## src/rtl/pio_tim_pkg.sv

```systemverilog
package pio_tim_pkg;
  typedef enum logic [2:0] {
    ST_IDLE,
    ST_SETUP,
    ST_ACTIVE,
    ST_RECOVER,
    ST_DONE
  } pio_state_t;

  localparam int PULSE_OFS = 1;
  localparam int REC_OFS   = 2;
  localparam int SETUP_OFS = 1;
  localparam int DRDY_OFS  = 2;
endpackage

```

## src/rtl/pio_tim_select.sv

```systemverilog
module pio_tim_select #(
  parameter int PULSE_W = 4,
  parameter int REC_W   = 4,
  parameter int SET_W   = 2,
  parameter int CNT_W   = 5,
  localparam int BYTE_W = PULSE_W + REC_W
) (
  input  logic              is_write,
  input  logic              drive_sel,
  input  logic [1:0]        bank_map,
  input  logic [BYTE_W-1:0] rd_tim0,
  input  logic [BYTE_W-1:0] wr_tim0,
  input  logic [BYTE_W-1:0] rd_tim1,
  input  logic [BYTE_W-1:0] wr_tim1,
  input  logic [SET_W-1:0]  setup_fld,
  output logic [CNT_W-1:0]  setup_len,
  output logic [CNT_W-1:0]  pulse_len,
  output logic [CNT_W-1:0]  rec_len
);
  import pio_tim_pkg::*;

  logic [3:0][BYTE_W-1:0] slot;
  logic [3:0][CNT_W-1:0]  slot_pulse;
  logic [3:0][CNT_W-1:0]  slot_rec;
  logic [1:0]             idx;

  assign slot = {wr_tim1, rd_tim1, wr_tim0, rd_tim0};

  for (genvar g = 0; g < 4; g++) begin : g_slot
    assign slot_pulse[g] = CNT_W'(slot[g][BYTE_W-1:REC_W]) + CNT_W'(PULSE_OFS);
    assign slot_rec[g]   = CNT_W'(slot[g][REC_W-1:0]) + CNT_W'(REC_OFS);
  end

  assign idx       = {bank_map[drive_sel], is_write};
  assign pulse_len = slot_pulse[idx];
  assign rec_len   = slot_rec[idx];
  assign setup_len = CNT_W'(setup_fld) + CNT_W'(SETUP_OFS);
endmodule

```

## src/rtl/pio_phase_ctr.sv

```systemverilog
module pio_phase_ctr #(
  parameter int CNT_W = 5
) (
  input  logic             clk,
  input  logic             rst,
  input  logic             load,
  input  logic [CNT_W-1:0] load_val,
  input  logic             dec,
  output logic             zero
);
  logic [CNT_W-1:0] cnt;

  always_ff @(posedge clk) begin
    if (rst)       cnt <= '0;
    else if (load) cnt <= load_val;
    else if (dec)  cnt <= cnt - 1'b1;
  end

  assign zero = (cnt == '0);

  // a phase never counts below zero
  p_no_underflow_r5: assert property (@(posedge clk) disable iff (rst)
    dec |-> !zero);
endmodule

```

## src/rtl/pio_cycle_gen.sv

```systemverilog
module pio_cycle_gen #(
  parameter int PULSE_W = 4,
  parameter int REC_W   = 4,
  parameter int SET_W   = 2,
  parameter int DRDY_W  = 2,
  localparam int BYTE_W = PULSE_W + REC_W,
  localparam int CNT_W  = $clog2((2 ** REC_W) + 2),
  localparam int DLEN_W = DRDY_W + 1
) (
  input  logic              clk,
  input  logic              rst,
  input  logic              req,
  input  logic              is_write,
  input  logic              drive_sel,
  input  logic [1:0]        bank_map,
  input  logic [BYTE_W-1:0] rd_tim0,
  input  logic [BYTE_W-1:0] wr_tim0,
  input  logic [BYTE_W-1:0] rd_tim1,
  input  logic [BYTE_W-1:0] wr_tim1,
  input  logic [SET_W-1:0]  setup_fld,
  input  logic [DRDY_W-1:0] drdy_fld,
  input  logic              prefetch_on,
  output logic              busy,
  output logic              addr_setup,
  output logic              rd_strobe,
  output logic              wr_strobe,
  output logic              recov,
  output logic              done,
  output logic              pf_en,
  output logic [DLEN_W-1:0] drdy_len
);
  import pio_tim_pkg::*;

  pio_state_t       st, nxt;
  logic [CNT_W-1:0] sel_setup, sel_pulse, sel_rec;
  logic [CNT_W-1:0] lat_pulse, lat_rec, ld_val;
  logic             lat_wr, ld, dec, zero, accept;

  pio_tim_select #(
    .PULSE_W(PULSE_W), .REC_W(REC_W), .SET_W(SET_W), .CNT_W(CNT_W)
  ) u_sel (
    .is_write (is_write),
    .drive_sel(drive_sel),
    .bank_map (bank_map),
    .rd_tim0  (rd_tim0),
    .wr_tim0  (wr_tim0),
    .rd_tim1  (rd_tim1),
    .wr_tim1  (wr_tim1),
    .setup_fld(setup_fld),
    .setup_len(sel_setup),
    .pulse_len(sel_pulse),
    .rec_len  (sel_rec)
  );

  pio_phase_ctr #(.CNT_W(CNT_W)) u_ctr (
    .clk     (clk),
    .rst     (rst),
    .load    (ld),
    .load_val(ld_val),
    .dec     (dec),
    .zero    (zero)
  );

  assign accept = (st == ST_IDLE) && req;

  always_comb begin
    nxt    = st;
    ld     = 1'b0;
    dec    = 1'b0;
    ld_val = '0;
    unique case (st)
      ST_IDLE: if (req) begin
        nxt = ST_SETUP; ld = 1'b1; ld_val = sel_setup - 1'b1;
      end
      ST_SETUP: if (zero) begin
        nxt = ST_ACTIVE; ld = 1'b1; ld_val = lat_pulse - 1'b1;
      end else dec = 1'b1;
      ST_ACTIVE: if (zero) begin
        nxt = ST_RECOVER; ld = 1'b1; ld_val = lat_rec - 1'b1;
      end else dec = 1'b1;
      ST_RECOVER: if (zero) nxt = ST_DONE;
                  else      dec = 1'b1;
      ST_DONE: nxt = ST_IDLE;
      default: nxt = ST_IDLE;
    endcase
  end

  always_ff @(posedge clk) begin
    if (rst) begin
      st         <= ST_IDLE;
      lat_pulse  <= '0;
      lat_rec    <= '0;
      lat_wr     <= 1'b0;
      busy       <= 1'b0;
      addr_setup <= 1'b0;
      rd_strobe  <= 1'b0;
      wr_strobe  <= 1'b0;
      recov      <= 1'b0;
      done       <= 1'b0;
      pf_en      <= 1'b0;
      drdy_len   <= '0;
    end else begin
      st <= nxt;
      if (accept) begin
        lat_pulse <= sel_pulse;
        lat_rec   <= sel_rec;
        lat_wr    <= is_write;
        pf_en     <= prefetch_on && !is_write;
        drdy_len  <= DLEN_W'(drdy_fld) + DLEN_W'(DRDY_OFS);
      end
      busy       <= (nxt != ST_IDLE);
      addr_setup <= (nxt == ST_SETUP);
      rd_strobe  <= (nxt == ST_ACTIVE) && !lat_wr;
      wr_strobe  <= (nxt == ST_ACTIVE) && lat_wr;
      recov      <= (nxt == ST_RECOVER);
      done       <= (nxt == ST_DONE);
    end
  end

  p_one_strobe_r6: assert property (@(posedge clk) disable iff (rst)
    !(rd_strobe && wr_strobe));
  p_strobe_in_cycle_r6: assert property (@(posedge clk) disable iff (rst)
    (rd_strobe || wr_strobe) |-> (busy && !addr_setup && !recov && !done));
  p_recov_after_strobe_r5: assert property (@(posedge clk) disable iff (rst)
    $rose(recov) |-> $past(rd_strobe || wr_strobe));
  p_done_then_idle_r8: assert property (@(posedge clk) disable iff (rst)
    done |=> !busy);
  p_start_from_idle_r2: assert property (@(posedge clk) disable iff (rst)
    $rose(addr_setup) |-> $past(!busy));
  p_hold_settings_r11: assert property (@(posedge clk) disable iff (rst)
    (busy && !$rose(busy)) |-> ($stable(pf_en) && $stable(drdy_len)));
endmodule

```

## config.mk

```make
export PLATFORM = sky130hd
export DESIGN_NAME = pio_cycle_gen
export DESIGN_NICKNAME = d
export VERILOG_FILES = /design/src/rtl/pio_tim_pkg.sv /design/src/rtl/pio_tim_select.sv /design/src/rtl/pio_phase_ctr.sv /design/src/rtl/pio_cycle_gen.sv
export SDC_FILE = /design/constraint.sdc
export NUM_CORES = 1
export LEC_CHECK = 0
export ABC_AREA = 1
export BUFFER_PORTS_ARGS = -buffer_cell sky130_fd_sc_hd__buf_2
export CAP_MARGIN = 40
export CELL_PAD_IN_SITES_DETAIL_PLACEMENT = 1
export CELL_PAD_IN_SITES_GLOBAL_PLACEMENT = 2
export CORE_MARGIN = 4
export CORE_UTILIZATION = 26
export DETAILED_ROUTE_END_ITERATION = 7
export GPL_ROUTABILITY_DRIVEN = 0
export PLACE_DENSITY_LB_ADDON = 0.1
export SYNTH_ARGS = -nofsm -noshare
export SYNTH_HDL_FRONTEND = slang
export SYNTH_SLANG_ARGS = --single-unit
```

## constraint.sdc

```tcl
create_clock -name clk -period 1.3 [get_ports clk]
set_input_delay 0.26 -clock clk [delete_from_list [all_inputs] [get_ports clk]]
set_output_delay 0.26 -clock clk [all_outputs]
set_load 0.01 [all_outputs]
```

==> flow_metrics.tcl, run 1 <==
set metrics [dict create \
    max_freq_ghz 0.731 \
    route.detailed.drc 0 \
    cts.sinks 29 \
    wl_mm 7.08 \
    fin_ws_ps -68.3 \
    slew_viol_final 0 \
    synth_cells 325 \
    synthToLayoutAreaGrowth_pct 40.9 \
    antenna_found_initial 0 \
    antenna_cells_inserted 0 \
    core_um2 8220 \
    initialDrtViolationCount 54 \
    post-route-min-period_ps 1370 \
    worstPathMaxFanout 5 \
    wl_per_cell_um 13.6 \
    clk_pin_slew_ps 70 \
    syn-cell-area_um2 2190 \
    tns_ps -144 \
    post-dp-hpwl_mm 5.68 \
    p_comb_frac 0.570 \
    numCtsBuffers 5 \
    dieArea_um2 9960 \
    dpl_worst_slack_ps -79.0 \
    p_total_w 0.00458 \
    port-buffer-count 53 \
    critPathRequiredTime_ps 1500 \
    drive_above_1_share 0.362 \
    yosysSeqAreaShare 0.265 \
    max-slew-margin-rel 0.818 \
    status "complete, but fails checks" \
    rrSetupSlack_ps -70 \
    ys_warn_count 0 \
    avgSynthCellArea_um2 6.74 \
    clock_latency_ps 280 \
    crit_path_end "u_ctr.cnt[3]$_SDFFE_PP0P_" \
    num_rows 33 \
    setup.worst_path.end_class "flip-flop" \
    die_h_um 99.8 \
    worst_pin_slew_ps 271 \
    r2r-start "u_ctr.cnt[1]$_SDFFE_PP0P_" \
    grt_overflow 0 \
    period_share 1.05 \
    syn-num-nets 386 \
    hp-class "input port to flip-flop" \
    synth_area_leaders "dfxtp_1 26%, nand2_1 10%, ha_1 9.7%" \
    htree_levels 2 \
    p_per_area_nw_per_um2 1480 \
    power_switching_share 0.431 \
    leakagePower_nw 1.55 \
    cts_buffer_depth 2 \
    grt_max_degree 18 \
    synth_seq_cells 29 \
    num_vias 2420 \
    dr.pass1.iters 4 \
    crit_start "u_ctr.cnt[1]$_SDFFE_PP0P_" \
    place_area_um2 2850 \
    reg2regPathDepth 9 \
    violations "setup timing" \
    synthDistinctLibCells 31 \
    arrival_ps 1570 \
    final_area_um2 3090 \
    drv_cap 0 \
    nFillCells 1053 \
    startpoint_type "flip-flop" \
    grt_first_pass_wirelength_mm 11.5 \
    start_util 0.267 \
    rsz0062_at_grt "true" \
    crit_type "flip-flop to flip-flop" \
    via_per_inst 4.64 \
    tritoncts "built" \
    reg2reg_to "u_ctr.cnt[3]$_SDFFE_PP0P_" \
    clkPwrFrac 0.161 \
    seq_power_share 0.269 \
    grt_usage 0.141 \
    synth_top_area_frac 0.265 \
    setup_viol 6 \
    final-hold-violation-count 0 \
    p_sw_w 0.00198 \
    power.internal_w 0.00261 \
    whs_ps 173 \
    pin_count 54 \
    die_width_um 99.8 \
    nets 477 \
    synth_top_cell_by_area "dfxtp_1" \
    grt_pass1_vias 2491 \
    ir_drop_uv 567 \
    cts_root_buffer "clkbuf_8" \
    postRouteAntennaNets 0 \
    fin_skew_ps 2.60 \
]
[cell families (layout without fill, tap and decap cells)]
| family | after synthesis | count (layout) | share of synthesized area |
|---|---|---|---|
| simple gates | 170 | 171 | 0.377 |
| buf+inv | 51 | 142 | 0.0977 |
| compound gates | 45 | 45 | 0.110 |
| flops | 29 | 29 | 0.265 |
| fa+ha+maj | 17 | 17 | 0.0971 |
| xor+xnor | 11 | 11 | 0.0440 |
| mux | 2 | 2 | 0.00914 |
[sequential cells by signal, summed over array words and instances (netlist names)]
signal	flops
lat_pulse	5
recov	1
lat_wr	1
done	1
drdy_len	3
st	3
rd_strobe	1
u_ctr.cnt	5
busy	1
addr_setup	1
lat_rec	5
pf_en	1
wr_strobe	1
[repair_timing]
| item | in CTS | in global routing |
|---|---|---|
| resized for setup | 15 | 28 |
| hold endpoints to repair | 0 | 0 |
| hold buffers | 0 | 0 |
| endpoints found under the setup margin | 12 | 18 |
| gates cloned | 0 | 1 |
| buffers inserted | 0 | 2 |
| pin swaps | 3 | 10 |
[layer usage]
layer  wire length [um]  part of all wire  GRT usage
met2               3340              0.47      0.242
met4                 41            0.0058     0.0252
met5                  0                 0          0
met3                263             0.037     0.0243
met1               3430              0.48      0.187
[final cells by class]
cell class              instances  area (um2)  area share
flip-flops and latches         29         591       0.191
well taps                     105         131      0.0425
repair buffers                 92         598       0.194
multi-input cells             246        1520       0.491
clock inverters                 3        17.5     0.00567
clock buffers                   5        68.8      0.0223
inverters                      42         165      0.0535
[synth_stat cells]
master and number:
mux2i_1 2, nand4_1 17, nand3_1 41, o21ai_1 6, nor4_1 2, a211oi_1 1
nor3_1 1, nand2_2 5, nor2_4 2, clkbuf_1 3, or2_1 1, a21oi_1 15
buf_2 4, o211ai_1 3, inv_4 1, nand2_4 1, nand3_4 2, nand2_1 61
inv_1 35, o21ai_0 18, a22oi_1 1, dfxtp_1 29, buf_6 2, nand3_2 3
nor2_1 32, inv_2 6, xor2_1 9, o21bai_1 1, nor2_2 2, xnor2_1 2
ha_1 17
[cell usage in the layout, fill, tap and decap left out, types with 2 or more instances in the layout]
| master | synthesis | routed |
|---|---|---|
| inv_4 | 1 | 3 |
| nand4_1 | 17 | 17 |
| a21oi_1 | 15 | 13 |
| inv_1 | 35 | 33 |
| nand2_1 | 61 | 58 |
| nor2_4 | 2 | 4 |
| ha_2 | 0 | 2 |
| buf_4 | 0 | 33 |
| ha_1 | 17 | 14 |
| dfxtp_2 | 0 | 5 |
| clkinv_2 | 0 | 2 |
| o211ai_1 | 3 | 3 |
| o21ai_1 | 6 | 10 |
| nand3_1 | 41 | 36 |
| nand2_2 | 5 | 8 |
| o21ai_0 | 18 | 13 |
| xor2_1 | 9 | 9 |
| nand3_2 | 3 | 7 |
| xnor2_1 | 2 | 2 |
| inv_2 | 6 | 6 |
| clkbuf_8 | 0 | 5 |
| mux2i_1 | 2 | 2 |
| nor2_1 | 32 | 29 |
| a21oi_2 | 0 | 2 |
| buf_2 | 4 | 53 |
| nor2_2 | 2 | 3 |
| buf_6 | 2 | 4 |
| nand3_4 | 2 | 4 |
| dfxtp_1 | 29 | 23 |
| buf_12 | 0 | 2 |
[through the flow]
step | util | std cells
floorplan | - | 325
global placement | 0.347 | 511
detailed placement | 0.347 | 511
CTS | 0.360 | 519
global route | 0.376 | 522
finish | 0.376 | 522
[power by group through the flow]
stage / registers, W / logic [W] / clock network (W)
6_report: 0.00124 / 0.00261 / 0.000736
5_1_grt: 0.00126 / 0.00294 / 0.000818
4_1_cts: 0.00123 / 0.00240 / 0.000772
3_5_place_dp: 0.00122 / 0.00233 / 0
3_3_place_gp: 0.00121 / 0.00229 / 0
2_1_floorplan: 0.00123 / 0.00144 / 0
[worst min path at each step]
stage	start	to	cells past startpoint
CTS	drdy_fld[1]	drdy_len[1]$_SDFFE_PP0P_	2
detailed placement	lat_wr$_SDFFE_PP0P_	rd_strobe$_SDFF_PP0_	1
floorplan	rst	done$_SDFF_PP0_	1
global route	drdy_fld[1]	drdy_len[1]$_SDFFE_PP0P_	2
global placement	lat_wr$_SDFFE_PP0P_	rd_strobe$_SDFF_PP0_	1
finish	drdy_fld[1]	drdy_len[1]$_SDFFE_PP0P_	2
[critical path: stages (launching register included)]
cell     delay (ps)
dfxtp_2         320
inv_2            70
ha_4            160
nand2_2          70
nor2_4          150
buf_6           140
nand3_1          90
nand3_1         100
nor2_1           60
nor2_1          120
No activity file was read; power rests on OpenSTA's default activity.
==> inputs of run 2 (changes only) <==
--- a/config.mk
+++ b/config.mk
@@ -15,6 +15,7 @@
 export DETAILED_ROUTE_END_ITERATION = 7
 export GPL_ROUTABILITY_DRIVEN = 0
 export PLACE_DENSITY_LB_ADDON = 0.1
+export RECOVER_POWER = 25
 export SYNTH_ARGS = -nofsm -noshare
 export SYNTH_HDL_FRONTEND = slang
 export SYNTH_SLANG_ARGS = --single-unit
==> flow_metrics.tcl, run 2 (synthesis results as in run 1) <==
set metrics [dict create \
    arrival_ps 1570 \
    p_per_area_nw_per_um2 1490 \
    nFillCells 1050 \
    post-route-min-period_ps 1370 \
    grt_overflow 0 \
    fin_skew_ps 2.58 \
    violations "setup timing" \
    startpoint_type "flip-flop" \
    tritoncts "built" \
    power_switching_share 0.432 \
    synthToLayoutAreaGrowth_pct 40.6 \
    drv_cap 0 \
    cts.sinks 29 \
    hp-class "input port to flip-flop" \
    layout_common_cells "58 x nand2_1, 47 x buf_2, 36 x nand3_1" \
    ir_drop_uv 566 \
    final_area_um2 3080 \
    via_per_inst 4.64 \
    numCtsBuffers 5 \
    clk_pin_slew_ps 70 \
    tns_ps -144 \
    wl_per_cell_um 13.6 \
    critPathRequiredTime_ps 1500 \
    num_rows 33 \
    max_freq_ghz 0.731 \
    crit_type "flip-flop to flip-flop" \
    drive_above_1_share 0.348 \
    fin_cells 522 \
    rsz0062_at_grt "true" \
    route.detailed.drc 0 \
    antenna_cells_inserted 0 \
    antenna_found_initial 0 \
    fin_ws_ps -68.3 \
    leakagePower_nw 1.53 \
    cts_buffer_depth 2 \
    die_width_um 99.8 \
    final-hold-violation-count 0 \
    dp.cells 511 \
    post-dp-hpwl_mm 5.68 \
    grt_max_degree 18 \
    p_comb_frac 0.569 \
    wl_mm 7.08 \
    seq_power_share 0.270 \
    port-buffer-count 53 \
    start_util 0.267 \
    die_h_um 99.8 \
    grt_usage 0.141 \
    core_um2 8220 \
    slew_viol_final 0 \
    postRouteAntennaNets 0 \
    cts_root_buffer "clkbuf_8" \
    max-slew-margin-rel 0.818 \
    nets 477 \
    status "complete, but fails checks" \
    period_share 1.05 \
    setup.worst_path.end_class "flip-flop" \
    pin_count 54 \
    worst_pin_slew_ps 271 \
    regArea_um2 591 \
    setup_viol 6 \
    dpl_worst_slack_ps -79.0 \
    reg2regPathDepth 9 \
    place_area_um2 2850 \
    dieArea_um2 9960 \
    htree_levels 2 \
    multi_input_area_um2 1520 \
    initialDrtViolationCount 54 \
    whs_ps 173 \
    p_sw_w 0.00198 \
    num_vias 2420 \
    dr.pass1.iters 4 \
    final_common_cell "nand2_1" \
    clock_latency_ps 280 \
    clkPwrFrac 0.161 \
    top_regs "lat_pulse (5), lat_rec (5), u_ctr.cnt (5)" \
    grt_pass1_vias 2491 \
    power.internal_w 0.00260 \
    hold_depth 2 \
    worstPathMaxFanout 5 \
    grt_first_pass_wirelength_mm 11.5 \
]
==> run 2: worst max-delay path: stages, from the launching register on <==
cell     delay (ps)
dfxtp_2         320
inv_2            70
ha_4            160
nand2_2          70
nor2_4          150
buf_6           140
nand3_1          90
nand3_1         100
nor2_1           60
nor2_1          120
==> run 2: through the flow <==
step	total power, W	util
5_1_grt	0.00501	0.375
3_5_place_dp	0.00355	0.347
3_3_place_gp	0.00351	0.347
2_1_floorplan	0.00267	-
4_1_cts	0.00440	0.360
6_report	0.00458	0.375
==> run 2: routing by layer <==
layer / global-route usage / vias to the layer above / routed length (um)
met5: 0 / - / 0
met4: 0.0252 / 0 / 41
met1: 0.187 / 1105 / 3430
met2: 0.242 / 41 / 3340
li1: - / 1269 / -
met3: 0.0243 / 5 / 267
==> run 2: worst paths after layout <==
kind                                  start                        end  slack, ps
hold reg to reg         lat_wr$_SDFFE_PP0P_       rd_strobe$_SDFF_PP0_        410
setup reg to reg  u_ctr.cnt[1]$_SDFFE_PP0P_  u_ctr.cnt[3]$_SDFFE_PP0P_        -70
hold / removal                  drdy_fld[1]   drdy_len[1]$_SDFFE_PP0P_        170
setup / recovery  u_ctr.cnt[1]$_SDFFE_PP0P_  u_ctr.cnt[3]$_SDFFE_PP0P_        -70
==> run 2: final cells by class <==
| cell class | count | area share |
|---|---|---|
| Multi-Input combinational cell | 246 | 0.492 |
| Sequential cell | 29 | 0.192 |
| Timing Repair Buffer | 92 | 0.192 |
| Inverter | 42 | 0.0536 |
| Tap cell | 105 | 0.0426 |
| Clock buffer | 5 | 0.0223 |
| Clock inverter | 3 | 0.00569 |
==> run 2: power by group through the flow <==
stage               logic (W)  registers (W)  clock network [W]
CTS                   0.00240        0.00123           0.000772
global placement      0.00229        0.00121                  0
finish                0.00261        0.00124           0.000736
global route          0.00293        0.00126           0.000818
detailed placement    0.00233        0.00122                  0
floorplan             0.00144        0.00123                  0
==> run 2: timing repair <==
action / in CTS / in global routing
cloned: 0 / 1
gates resized for setup: 15 / 28
pin swaps: 3 / 10
endpoints found under the hold margin: 0 / 0
hold buffers: 0 / 0
endpoints found under the setup margin: 12 / 18
buffers inserted: 0 / 2
